### src/rtl/vstep_pkg.sv
package vstep_pkg;

  typedef enum logic [2:0] {
    ST_IDLE   = 3'd0,
    ST_CHECK  = 3'd1,
    ST_DECODE = 3'd2,
    ST_EXEC   = 3'd3,
    ST_WAIT   = 3'd4
  } vstep_state_e;

  localparam int unsigned NUM_LANES = 2;  // lane 0 = source, lane 1 = destination

endpackage

### src/rtl/vstep_lane.sv
module vstep_lane #(
  parameter  int unsigned MASK_W = 64,
  localparam int unsigned STEP_W = $clog2(MASK_W + 1),
  localparam int unsigned IDX_W  = $clog2(MASK_W)
) (
  input  logic              clk_i,
  input  logic              rst_ni,
  input  logic [MASK_W-1:0] mask_i,
  input  logic              zero_en_i,
  input  logic [STEP_W-1:0] vl_i,
  input  logic              skip_take_i,
  input  logic              inc_i,
  input  logic              clr_i,
  output logic [STEP_W-1:0] step_o,
  output logic              skip_req_o,
  output logic              at_end_o,
  output logic              last_o,
  output logic              zero_elem_o
);

  logic [STEP_W-1:0] step_q, step_d, step_plus1;
  logic              step_en;
  logic              pred_bit;
  logic              in_range;

  // increment prepared ahead of any decision
  assign step_plus1 = step_q + STEP_W'(1);
  assign in_range   = (step_q < vl_i);

  always_comb begin
    pred_bit = 1'b1;
    if (step_q < STEP_W'(MASK_W)) begin
      pred_bit = mask_i[step_q[IDX_W-1:0]];
    end
  end

  assign skip_req_o  = ~zero_en_i & ~pred_bit & in_range;
  assign at_end_o    = ~in_range;
  assign last_o      = (step_plus1 == vl_i);
  assign zero_elem_o = zero_en_i & ~pred_bit;

  always_comb begin
    step_en = 1'b0;
    step_d  = step_q;
    if (clr_i) begin
      step_en = 1'b1;
      step_d  = '0;
    end else if (inc_i || (skip_take_i && skip_req_o)) begin
      step_en = 1'b1;
      step_d  = step_plus1;
    end
  end

  always_ff @(posedge clk_i or negedge rst_ni) begin
    if (!rst_ni) begin
      step_q <= '0;
    end else if (step_en) begin
      step_q <= step_d;
    end
  end

  assign step_o = step_q;

endmodule

### src/rtl/vstep_ctrl.sv
module vstep_ctrl
  import vstep_pkg::*;
(
  input  logic clk_i,
  input  logic rst_ni,
  input  logic start_i,
  input  logic vl_zero_i,
  input  logic vec_i,
  input  logic skip_any_i,
  input  logic end_any_i,
  input  logic last_any_i,
  input  logic exec_ready_i,
  input  logic elem_done_i,
  input  logic redirect_i,
  output logic cfg_load_o,
  output logic skip_take_o,
  output logic inc_o,
  output logic clr_o,
  output logic exec_valid_o,
  output logic redecode_o,
  output logic done_o
);

  vstep_state_e state_q, state_d;
  logic         done_q, done_d;
  logic         redec_q, redec_d;

  always_comb begin
    state_d      = state_q;
    cfg_load_o   = 1'b0;
    skip_take_o  = 1'b0;
    inc_o        = 1'b0;
    clr_o        = 1'b0;
    exec_valid_o = 1'b0;
    done_d       = 1'b0;
    redec_d      = 1'b0;
    unique case (state_q)
      ST_IDLE: begin
        if (start_i) begin
          cfg_load_o = 1'b1;
          if (vl_zero_i) begin
            clr_o  = 1'b1;
            done_d = 1'b1;
          end else begin
            state_d = ST_CHECK;
          end
        end
      end
      ST_CHECK: begin
        if (skip_any_i) begin
          skip_take_o = 1'b1;
          redec_d     = 1'b1;
          state_d     = ST_DECODE;
        end else if (end_any_i) begin
          clr_o   = 1'b1;
          done_d  = 1'b1;
          state_d = ST_IDLE;
        end else begin
          state_d = ST_EXEC;
        end
      end
      ST_DECODE: begin
        state_d = ST_CHECK;
      end
      ST_EXEC: begin
        exec_valid_o = 1'b1;
        if (exec_ready_i) begin
          state_d = ST_WAIT;
        end
      end
      ST_WAIT: begin
        if (elem_done_i) begin
          if (redirect_i) begin
            state_d = ST_IDLE;
          end else if (!vec_i || last_any_i) begin
            clr_o   = 1'b1;
            done_d  = 1'b1;
            state_d = ST_IDLE;
          end else begin
            inc_o   = 1'b1;
            redec_d = 1'b1;
            state_d = ST_DECODE;
          end
        end
      end
      default: state_d = ST_IDLE;
    endcase
  end

  always_ff @(posedge clk_i or negedge rst_ni) begin
    if (!rst_ni) begin
      state_q <= ST_IDLE;
      done_q  <= 1'b0;
      redec_q <= 1'b0;
    end else begin
      state_q <= state_d;
      done_q  <= done_d;
      redec_q <= redec_d;
    end
  end

  assign redecode_o = redec_q;
  assign done_o     = done_q;

endmodule

### src/rtl/vec_step_seq.sv
module vec_step_seq
  import vstep_pkg::*;
#(
  parameter  int unsigned MASK_W = 64,
  localparam int unsigned STEP_W = $clog2(MASK_W + 1)
) (
  input  logic              clk_i,
  input  logic              rst_ni,
  input  logic              start_i,
  input  logic [STEP_W-1:0] vl_i,
  input  logic [MASK_W-1:0] src_mask_i,
  input  logic [MASK_W-1:0] dst_mask_i,
  input  logic              src_zero_i,
  input  logic              dst_zero_i,
  input  logic              vec_i,
  output logic              exec_valid_o,
  input  logic              exec_ready_i,
  input  logic              elem_done_i,
  input  logic              redirect_i,
  output logic [STEP_W-1:0] srcstep_o,
  output logic [STEP_W-1:0] dststep_o,
  output logic              zero_src_o,
  output logic              zero_dst_o,
  output logic              redecode_o,
  output logic              insn_done_o
);

  // captured instruction configuration
  logic [STEP_W-1:0] vl_q;
  logic [MASK_W-1:0] mask_q [NUM_LANES];
  logic [MASK_W-1:0] mask_in [NUM_LANES];
  logic              zero_q [NUM_LANES];
  logic              zero_in [NUM_LANES];
  logic              vec_q;
  logic              cfg_load;

  assign mask_in[0] = src_mask_i;
  assign mask_in[1] = dst_mask_i;
  assign zero_in[0] = src_zero_i;
  assign zero_in[1] = dst_zero_i;

  always_ff @(posedge clk_i or negedge rst_ni) begin
    if (!rst_ni) begin
      vl_q  <= '0;
      vec_q <= 1'b0;
    end else if (cfg_load) begin
      vl_q  <= vl_i;
      vec_q <= vec_i;
    end
  end

  // per-lane outputs
  logic [STEP_W-1:0] step   [NUM_LANES];
  logic [NUM_LANES-1:0] skip_req, at_end, last, zero_elem;
  logic skip_take, inc, clr;

  for (genvar g = 0; g < NUM_LANES; g++) begin : g_lane
    always_ff @(posedge clk_i or negedge rst_ni) begin
      if (!rst_ni) begin
        mask_q[g] <= '0;
        zero_q[g] <= 1'b0;
      end else if (cfg_load) begin
        mask_q[g] <= mask_in[g];
        zero_q[g] <= zero_in[g];
      end
    end

    vstep_lane #(.MASK_W(MASK_W)) u_lane (
      .clk_i       (clk_i),
      .rst_ni      (rst_ni),
      .mask_i      (mask_q[g]),
      .zero_en_i   (zero_q[g]),
      .vl_i        (vl_q),
      .skip_take_i (skip_take),
      .inc_i       (inc),
      .clr_i       (clr),
      .step_o      (step[g]),
      .skip_req_o  (skip_req[g]),
      .at_end_o    (at_end[g]),
      .last_o      (last[g]),
      .zero_elem_o (zero_elem[g])
    );
  end

  vstep_ctrl u_ctrl (
    .clk_i        (clk_i),
    .rst_ni       (rst_ni),
    .start_i      (start_i),
    .vl_zero_i    (vl_i == '0),
    .vec_i        (vec_q),
    .skip_any_i   (|skip_req),
    .end_any_i    (|at_end),
    .last_any_i   (|last),
    .exec_ready_i (exec_ready_i),
    .elem_done_i  (elem_done_i),
    .redirect_i   (redirect_i),
    .cfg_load_o   (cfg_load),
    .skip_take_o  (skip_take),
    .inc_o        (inc),
    .clr_o        (clr),
    .exec_valid_o (exec_valid_o),
    .redecode_o   (redecode_o),
    .done_o       (insn_done_o)
  );

  assign srcstep_o  = step[0];
  assign dststep_o  = step[1];
  assign zero_src_o = exec_valid_o & zero_elem[0];
  assign zero_dst_o = exec_valid_o & zero_elem[1];

endmodule

### config.mk
export PLATFORM = sky130hd
export DESIGN_NAME = vec_step_seq
export DESIGN_NICKNAME = d
export VERILOG_FILES = /design/src/rtl/vstep_pkg.sv /design/src/rtl/vstep_lane.sv /design/src/rtl/vstep_ctrl.sv /design/src/rtl/vec_step_seq.sv
export SDC_FILE = /design/constraint.sdc
export NUM_CORES = 1
export LEC_CHECK = 0
export CORE_MARGIN = 2
export CORE_UTILIZATION = 35
export CTS_CLUSTER_SIZE = 20
export DETAILED_ROUTE_END_ITERATION = 12
export GPL_TIMING_DRIVEN = 0
export RECOVER_POWER = 50
export SLEW_MARGIN = 20
export SYNTH_ARGS = -nofsm -noshare
export SYNTH_HDL_FRONTEND = slang
export SYNTH_HIERARCHICAL = 1
export SYNTH_SLANG_ARGS = --single-unit
### constraint.sdc
create_clock -name clk_i -period 8.7 [get_ports clk_i]
set_input_delay 0.87 -clock clk_i [delete_from_list [all_inputs] [get_ports clk_i]]
set_output_delay 0.87 -clock clk_i [all_outputs]
set_load 0.05 [all_outputs]
# Yosys cells after proc, flatten, opt, wreduce, memory -nomap -nowiden
# Index checks and enable logic that the tools add are counted.
# word_totals
ff_bits	157
in_bits	144
word_cells	100
# op_classes
addsub	2
order_cmp	6
eq_ne	10
mux	41
bitwise_logic	14
n_reduce_logical	16
# op_table
op	count
7-bit two-way mux	4
1-bit two-way mux	24
3-bit two-way mux	6
3-bit case mux with 5 select lines	1
7-bit by 1-bit adder with 7-bit output (second input constant)	2
7-bit equality test	2
6-bit by 7-bit less-than comparator with 1-bit output (second input constant)	2
7-bit less-than comparator	2
7-bit less-than comparator (second input constant)	2
1-bit binary-select mux with 6-bit select	2
1-bit bitwise AND	8
2-bit != test (second input constant)	4
7-bit zero test	1
3-bit by 2-bit equality test with 1-bit output (second input constant)	2
1-bit inverter	6
2-bit OR reduction	3
2-bit two-way mux	2
2-bit AND reduction	2
4-bit AND reduction	1
2-bit nonzero test	2
3-bit by 1-bit equality test with 1-bit output (second input constant)	1
3-bit equality test (second input constant)	1
3-bit zero test	1
1-bit logical OR	3
4 further kinds	5

# Depth between registers and ports, before layout
# Gate-level depths: netlist of run 1.
# logic_depth
word_depth	14
depth_mapped	20
mapped_depth_nobuf	17

# Hierarchy
# Netlist of run 1, hierarchy kept.
# by_module_without_submodules
mod	instances	cells_per_inst	area_per_inst_um2	seq_area_each_um2
vec_step_seq	1	298	5217.5	3453.3
vstep_lane at g_lane[1].u_lane	1	156	1415.1	175.2
vstep_lane at g_lane[0].u_lane	1	163	1412.6	175.2
vstep_ctrl	1	34	312.8	125.1

# Least setup slack after synthesis of run 1
# No wires, ideal clock.
# synth_timing
kind	register -> register
startpoint	register g_lane[1].u_lane.step_q[0]
endpoint	register g_lane[1].u_lane.step_q[5]
setup_ns	0.116
arrival_time_ns	3.864
setup_slack_ns	4.721
stages_incl_launch_ff	18
cell_sequence	dfrtp_1 > buf_6 > buf_6 > buf_2 > mux2i_1 > o22ai_1 > a2111oi_0 > nor3_1 > o32a_4 > nor3_1 > or2_2 > inv_1 > a32oi_1 > o21ai_0 > clkbuf_1 > nor4_1 > nand4_1 > o311ai_0
# synth_via
elab_cells_between_ends	35
# synth_rtl
element	line_no	rtl
from (decl)	vstep_lane.sv:21	logic [STEP_W-1:0] step_q, step_d, step_plus1;
from (signal assigned)	vstep_lane.sv:58	step_q <= step_d;
1-bit binary-select mux with 6-bit select	vstep_lane.sv:33	pred_bit = mask_i[step_q[IDX_W-1:0]];
1-bit two-way mux (not written as such)	vstep_lane.sv:33	
1-bit two-way mux	vstep_lane.sv:32	if (step_q < STEP_W'(MASK_W)) begin
1-bit inverter	vstep_lane.sv:37	assign skip_req_o = ~zero_en_i & ~pred_bit & in_range;
1-bit bitwise AND	vstep_lane.sv:37	
1-bit bitwise AND *	vstep_lane.sv:37	
via skip_req[1]	vec_step_seq.sv:54	logic [NUM_LANES-1:0] skip_req, at_end, last, zero_elem;
2-bit OR reduction *	vec_step_seq.sv:91	.skip_any_i (|skip_req),
1-bit two-way mux *	vstep_ctrl.sv:50	if (skip_any_i) begin
1-bit case mux with 3 select lines *	vstep_ctrl.sv:37	unique case (state_q)
via clr	vec_step_seq.sv:55	logic skip_take, inc, clr;
2-bit nonzero test (no source line) or 1-bit two-way mux (tied branches)	--	
2-bit AND reduction (no source line)	--	
# Mark *: on every way through the listed nets, which the timed path passes. The rest lies on a longest branch. The select of a mux whose other input is x is not followed.
# A chain may end at the register's enable or synchronous reset.

# Worst setup path after layout of run 1
# layout_timing
startpoint	register g_lane[1].u_lane.step_q[0]
endpoint	output zero_dst_o
# layout_via
elab_chain_len	6
elab_cells_between_ends	7
# layout_rtl
element	line_no	rtl
1-bit binary-select mux with 6-bit select	vstep_lane.sv:33	
1-bit two-way mux (not written as such)	vstep_lane.sv:33	
1-bit two-way mux *	vstep_lane.sv:32	
1-bit inverter *	vstep_lane.sv:40	assign zero_elem_o = zero_en_i & ~pred_bit;
1-bit bitwise AND *	vstep_lane.sv:40	
via zero_elem[1]	vec_step_seq.sv:54	
1-bit bitwise AND *	vec_step_seq.sv:109	assign zero_dst_o = exec_valid_o & zero_elem[1];
to (decl)	vec_step_seq.sv:23	output logic zero_dst_o,
# Marked as above.

==> results of run 1 <==
## cell usage in the layout (no fill, tap or decap), types with 8 or more instances in the layout
master,n
dfrtp_1,157
clkdlybuf4s50_1,157
mux2_2,152
nor2_1,29
mux2i_1,25
inv_1,22
nand2_1,21
buf_6,18
clkbuf_16,17
nor2b_1,17
ha_1,16
mux4_2,15
clkbuf_1,13
nor3_1,11
nand2b_1,11
xnor2_1,10
mux2_1,8
## power breakdown
group / total (mW) / leakage [nW] / internal, mW / switching (mW)
registers: 1.31 / 1.88 / 1.08 / 0.222
clock network: 0.786 / 0.297 / 0.459 / 0.327
logic: 1.59 / 2.24 / 0.874 / 0.721
## critical path, cell delays in order (launching register included)
cell             delay (ns)
dfrtp_1                0.42
buf_6                  0.18
buf_6                  0.19
buf_2                  0.32
mux2i_1                0.29
o22ai_1                0.11
a2111oi_0              0.44
nor3_1                 0.16
o32ai_1                0.67
and2_1                 0.21
and2_1                 0.12
clkdlybuf4s50_1        0.79
## routing by layer
layer	share of wire [%]	global-route usage, %	wire [um]	up-vias
met5	0	0	0	-
met4	1.4	5.11	306	0
met3	4.7	3.89	992	16
met2	46	28.0	9860	144
met1	47	24.5	10100	2933
li1	-	-	-	2754
## synthesized netlist by cell type (3+ instances only)
library cell  count
a2111oi_0         3
a211oi_1          5
a21oi_1           7
a31oi_1           5
and2_1            4
and3_1            5
buf_2             6
buf_6            18
clkbuf_1         10
dfrtp_1         157
ha_1             16
inv_1            22
mux2_1            8
mux2_2          152
mux2i_1          25
mux4_1            3
mux4_2           15
nand2_1          21
nand2b_1         11
nand3_1           5
nand3b_1          5
nor2_1           29
nor2b_1          17
nor3_1           11
nor3b_1           3
nor4_1            4
o21a_1            4
o21ai_0           6
o22ai_1           4
o31ai_1           7
or2_2             7
or4_1             4
xnor2_1          10
xor2_1            4
## cells by family after synthesis
logic type                 after synthesis  synth area share, %
AOI/OAI and AO/OA                       65                 6.14
muxes                                  204                 29.7
adders and majority gates               16                 2.40
buffers and inverters                   59                 4.42
xor gates and xnor gates                14                 1.47
and+or+nand+nor                        136                 8.86
DFF                                    157                 47.0
## layout make-up
cell class / instances / area (sq um) / area share [%]
Multi-Input combinational cell: 435 / 4060 / 36.9
Timing Repair Buffer: 164 / 1650 / 15.0
Inverter: 22 / 82.6 / 0.750
Sequential cell: 157 / 3930 / 35.7
Buffer: 37 / 283 / 2.57
Clock buffer: 18 / 429 / 3.90
Tap cell: 319 / 399 / 3.62
Clock inverter: 13 / 180 / 1.64
## registers in the layout (all words and copies together) (netlist names)
register / cells
u_ctrl/state_q: 3
u_ctrl/redecode_o: 1
u_ctrl/done_o: 1
vl_q: 7
mask_q: 128
g_lane.u_lane/step_o: 14
zero_q: 2
vec_q: 1
## how the worst min path moves through the flow
stage                 from          end  slack [ns]  cells past startpoint
3_3_place_gp    mask_q[31]   mask_q[31]        0.48                      1
6_report       mask_q[125]  mask_q[125]        0.50                      1
2_1_floorplan   mask_q[17]   mask_q[17]        0.47                      1
4_1_cts             rst_ni   mask_q[29]        0.41                      1
5_1_grt         mask_q[12]   mask_q[12]        0.51                      1
3_5_place_dp   mask_q[127]  mask_q[127]        0.49                      1
## through the flow
step	instance area [sq um]	worst slack, ns
2_1_floorplan	8360	4.72
4_1_cts	11000	3.48
3_3_place_gp	10400	-0.0544
3_5_place_dp	10400	3.96
6_report	11000	3.50
5_1_grt	11000	3.25
==> results_dict.tcl, run 1 <==
set metrics [dict create \
    gr-total-overflow 0 \
    synth_area_leaders "dfrtp_1 (47%), mux2_2 (20%), mux4_2 (4.0%)" \
    final_util_pct 46.9 \
    end_kind "primary output" \
    ff2ff_setup_slack_ns 4.10 \
    portBuffers 162 \
    hp-class "register to register" \
    die_height_um 159 \
    gp_congestion 0.826 \
    crit_start "g_lane[1].u_lane/step_o[0]" \
    die_area_sq_um 25100 \
    grt_max_degree 90 \
    ctsResizeCount 0 \
    max_slew_margin_pct -158 \
    grt_pass1_wl_mm 33.5 \
    synth_top_area_share_pct 47.0 \
    core_sq_um 23500 \
    reg2reg_from "g_lane[1].u_lane/step_o[0]" \
    synth_ff_type "dfrtp_1" \
    p_per_area_nw_per_um2 335 \
    dp_hpwl_mm 15.6 \
    cts.sinks 157 \
    async_flop_share_pct 100 \
    detail-route-antenna-nets 0 \
    reg2reg_to "g_lane[1].u_lane/step_o[5]" \
    clkTransAtPathRegs_ns 0.06 \
    grt_pass1_vias 6058 \
    placed_cells 1134 \
    worst-slew-pin-transition_ns 3.88 \
    peakVddDrop_uv 124 \
    ctsHoldBuffers 0 \
    slew_viol_final 69 \
    ys_warn_count 6 \
    cts_tree "yes" \
    drt_iter0_drc 312 \
    fin_cells 1165 \
    fin_worst_skew_ns 0.0140 \
    seq_area_frac_synth_pct 47.0 \
    outcome "finished with violations" \
    synthCells 651 \
    wire_per_inst_um 18.2 \
    maxCapViolations 1 \
    routed_wirelength_mm 21.2 \
    drive_above_1_share_pct 28.3 \
    critPathKind "register to primary output" \
    fill_cells 2119 \
    cts_made_buffers 17 \
    num_vias 5847 \
    syn-cell-area_sq_um 8360 \
    cts_setup_buffers 0 \
    avgSynthCellArea_sq_um 12.8 \
    firstDrtPassIters 5 \
    design.final.nets 994 \
    antenna_found_initial 0 \
    start_util_pct 35.6 \
    synthDistinctLibCells 65 \
    ctsLongestPathBuffers 2 \
    p_leak_nw 4.42 \
    violations "capacitance limit, slew limit" \
    cts_root_buffer "clkbuf_16" \
    row_count 56 \
    yosysTopAreaCell "dfrtp_1" \
    tns_ns 0 \
    pin_count 163 \
    rsz0062_at_grt "no" \
    areaGrowthSynthToFinish_pct 31.8 \
    period_needed_ns 5.20 \
    yosys_register_bits 157 \
    grt_usage_pct 17.7 \
    setup_viol 0 \
    htreeDepth 4 \
    clk_latency_ns 0.43 \
    final.period_utilization_pct 59.7 \
    synth_edf_count 0 \
    viasPerCell 5.02 \
    diodes 0 \
    hold_viol_final 0 \
    worstSetupEndpoint "zero_dst_o" \
    crit_required_ns 7.83 \
    cp.arrival_ns 4.33 \
    finalPower_mw 3.69 \
    ff2ff_path_depth 18 \
    start_kind "register" \
    fmax_ghz 0.192 \
    fp.dieW_um 159 \
    drcViolationCount 0 \
    hold_ws_ns 0.500 \
    syn_nets 811 \
    critPathMaxFanout 10 \
]
Note: power is estimated with default switching activity, not from simulation.
==> run 2, diff against run 1 <==
clock period = 5.4 ns   (was 8.7 ns; I/O delays follow)
==> run 2 against run 1 <==
Against the previous run: the run still ends with capacitance limit, slew limit left; global-route usage unchanged; cell area barely moved; power increased by 61%; hold slack unchanged; non-clock buffer count stayed put; via count hardly changed; sequential power is 60% higher.
==> results_dict.tcl, run 2 (same netlist as run 1, synthesis figures left out) <==
set metrics [dict create \
    cts_made_buffers 17 \
    grt_max_degree 90 \
    die_height_um 159 \
    grt_pass1_wl_mm 33.5 \
    gr-total-overflow 0 \
    highest_layer "met4" \
    cts.sinks 157 \
    num_vias 5849 \
    worst-slew-pin-transition_ns 3.88 \
    maxCapViolations 1 \
    ctsResizeCount 0 \
    largest_reg_flops 128 \
    pin_count 163 \
    p_leak_nw 4.41 \
    drive_above_1_share_pct 28.1 \
    critPathKind "register to primary output" \
    fin_worst_skew_ns 0.0140 \
    cts_setup_buffers 0 \
    htreeDepth 4 \
    drcViolationCount 0 \
    core_sq_um 23500 \
    row_count 56 \
    setup_viol 0 \
    wl_met1_mm 10.1 \
    peakVddDrop_uv 200 \
    crit_required_ns 4.86 \
    regMostFlops "mask_q" \
    grt_usage_pct 17.7 \
    drt_iter0_drc 311 \
    met3_wirelength_mm 1.02 \
    ctsHoldBuffers 0 \
    final_cell_area_sq_um 11000 \
    max_slew_margin_pct -158 \
    die_area_sq_um 25100 \
    rsz0062_at_grt "no" \
    end_kind "primary output" \
    clkTransAtPathRegs_ns 0.06 \
    start_util_pct 35.6 \
    violations "capacitance limit, slew limit" \
    dr_wl_met2_mm 9.85 \
    fp.dieW_um 159 \
    portBuffers 162 \
    viasPerCell 5.02 \
    gp_congestion 0.826 \
    dp_hpwl_mm 15.6 \
    final.period_utilization_pct 90.1 \
    worstPathCellList "buf_6 -> buf_6 -> buf_2 -> mux2i_1 -> o22ai_1 -> a2111oi_0 -> nor3_1 -> o32ai_1 -> and2_1 -> and2_1 -> clkdlybuf4s50_1" \
    hold_viol_final 0 \
    critPathMaxFanout 10 \
    cts_tree "yes" \
    cp.arrival_ns 4.33 \
    areaGrowthSynthToFinish_pct 31.8 \
    cts_root_buffer "clkbuf_16" \
    detail-route-antenna-nets 0 \
    dpl_cell_area_sq_um 10400 \
    wire_per_inst_um 18.2 \
    fmax_ghz 0.205 \
    final_cell_mix "dfrtp_1 (157), clkdlybuf4s50_1 (157), mux2_2 (152)" \
    slew_viol_final 69 \
    period_needed_ns 4.87 \
    hp-class "register to register" \
    crit_path_max_incr_delay_ns 0.79 \
    antenna_found_initial 0 \
    clk_latency_ns 0.43 \
    hold_ws_ns 0.500 \
    firstDrtPassIters 5 \
    diodes 0 \
    outcome "finished with violations" \
    cpMaxStageDelayCell "clkdlybuf4s50_1" \
    ctsLongestPathBuffers 2 \
    grt_pass1_vias 6058 \
    routed_wirelength_mm 21.2 \
    design.final.nets 994 \
    ff2ff_setup_slack_ns 0.80 \
    start_kind "register" \
    p_per_area_nw_per_um2 539 \
]
[run 2: changes by cell type in the layout (fill, tap and decap cells not counted), sizes merged]
cell	change
buf	-1
clkbuf	+1
[run 2: through the flow]
| step | power (mW) | cells | setup slack, ns | setup TNS (ns) | utilization, % |
|---|---|---|---|---|---|
| final | 5.94 | 1165 | 0.532 | 0 | 46.9 |
| after global routing | 6.35 | 1165 | 0.276 | 0 | 46.9 |
| after CTS | 6.01 | 1165 | 0.515 | 0 | 47.0 |
| after detailed placement | 4.72 | 1134 | 0.862 | 0 | 44.4 |
| after global placement | 4.65 | 1132 | -3.02 | -471.84 | 44.2 |
| after floorplan | 3.96 | 651 | 1.42 | 0 | - |
[run 2: critical path, delay by kind of cell (launching register included)]
family | cells | cell delay, ns
muxes | 1 | 0.29
DFF | 1 | 0.42
and+or+nand+nor | 3 | 0.49
buffers and inverters | 4 | 1.48
AOI/OAI and AO/OA | 3 | 1.22
[run 2: worst paths after layout]
path,from,endpoint,depth (start not counted)
worst max register to register,g_lane[1].u_lane/step_o[0],g_lane[1].u_lane/step_o[5],18
max in group asynchronous,rst_ni,u_ctrl/done_o,1
worst min-delay path,mask_q[125],mask_q[125],1
min in group asynchronous,rst_ni,mask_q[29],1
worst min register to register,mask_q[125],mask_q[125],1
worst max-delay path,g_lane[1].u_lane/step_o[0],zero_dst_o,11
[run 2: layout make-up]
class | instances | area [sq um]
Inverter | 22 | 82.6
Timing Repair Buffer | 164 | 1650
Tap cell | 319 | 399
Multi-Input combinational cell | 435 | 4060
Sequential cell | 157 | 3930
Fill cell | 2120 | 12500
Clock buffer | 18 | 429
Buffer | 37 | 282
Clock inverter | 13 | 180
[run 2: report_power, final]
group | switching [mW] | internal [mW] | total (mW) | leakage [nW]
Sequential | 0.358 | 1.75 | 2.10 | 1.88
Clock | 0.527 | 0.740 | 1.27 | 0.297
Combinational | 1.16 | 1.41 | 2.57 | 2.24
[run 2: routing by layer]
layer / track usage, % / vias to the layer above
met5: 0 / -
met4: 5.11 / 0
met3: 3.89 / 16
met2: 28.0 / 148
met1: 24.5 / 2932
li1: - / 2753
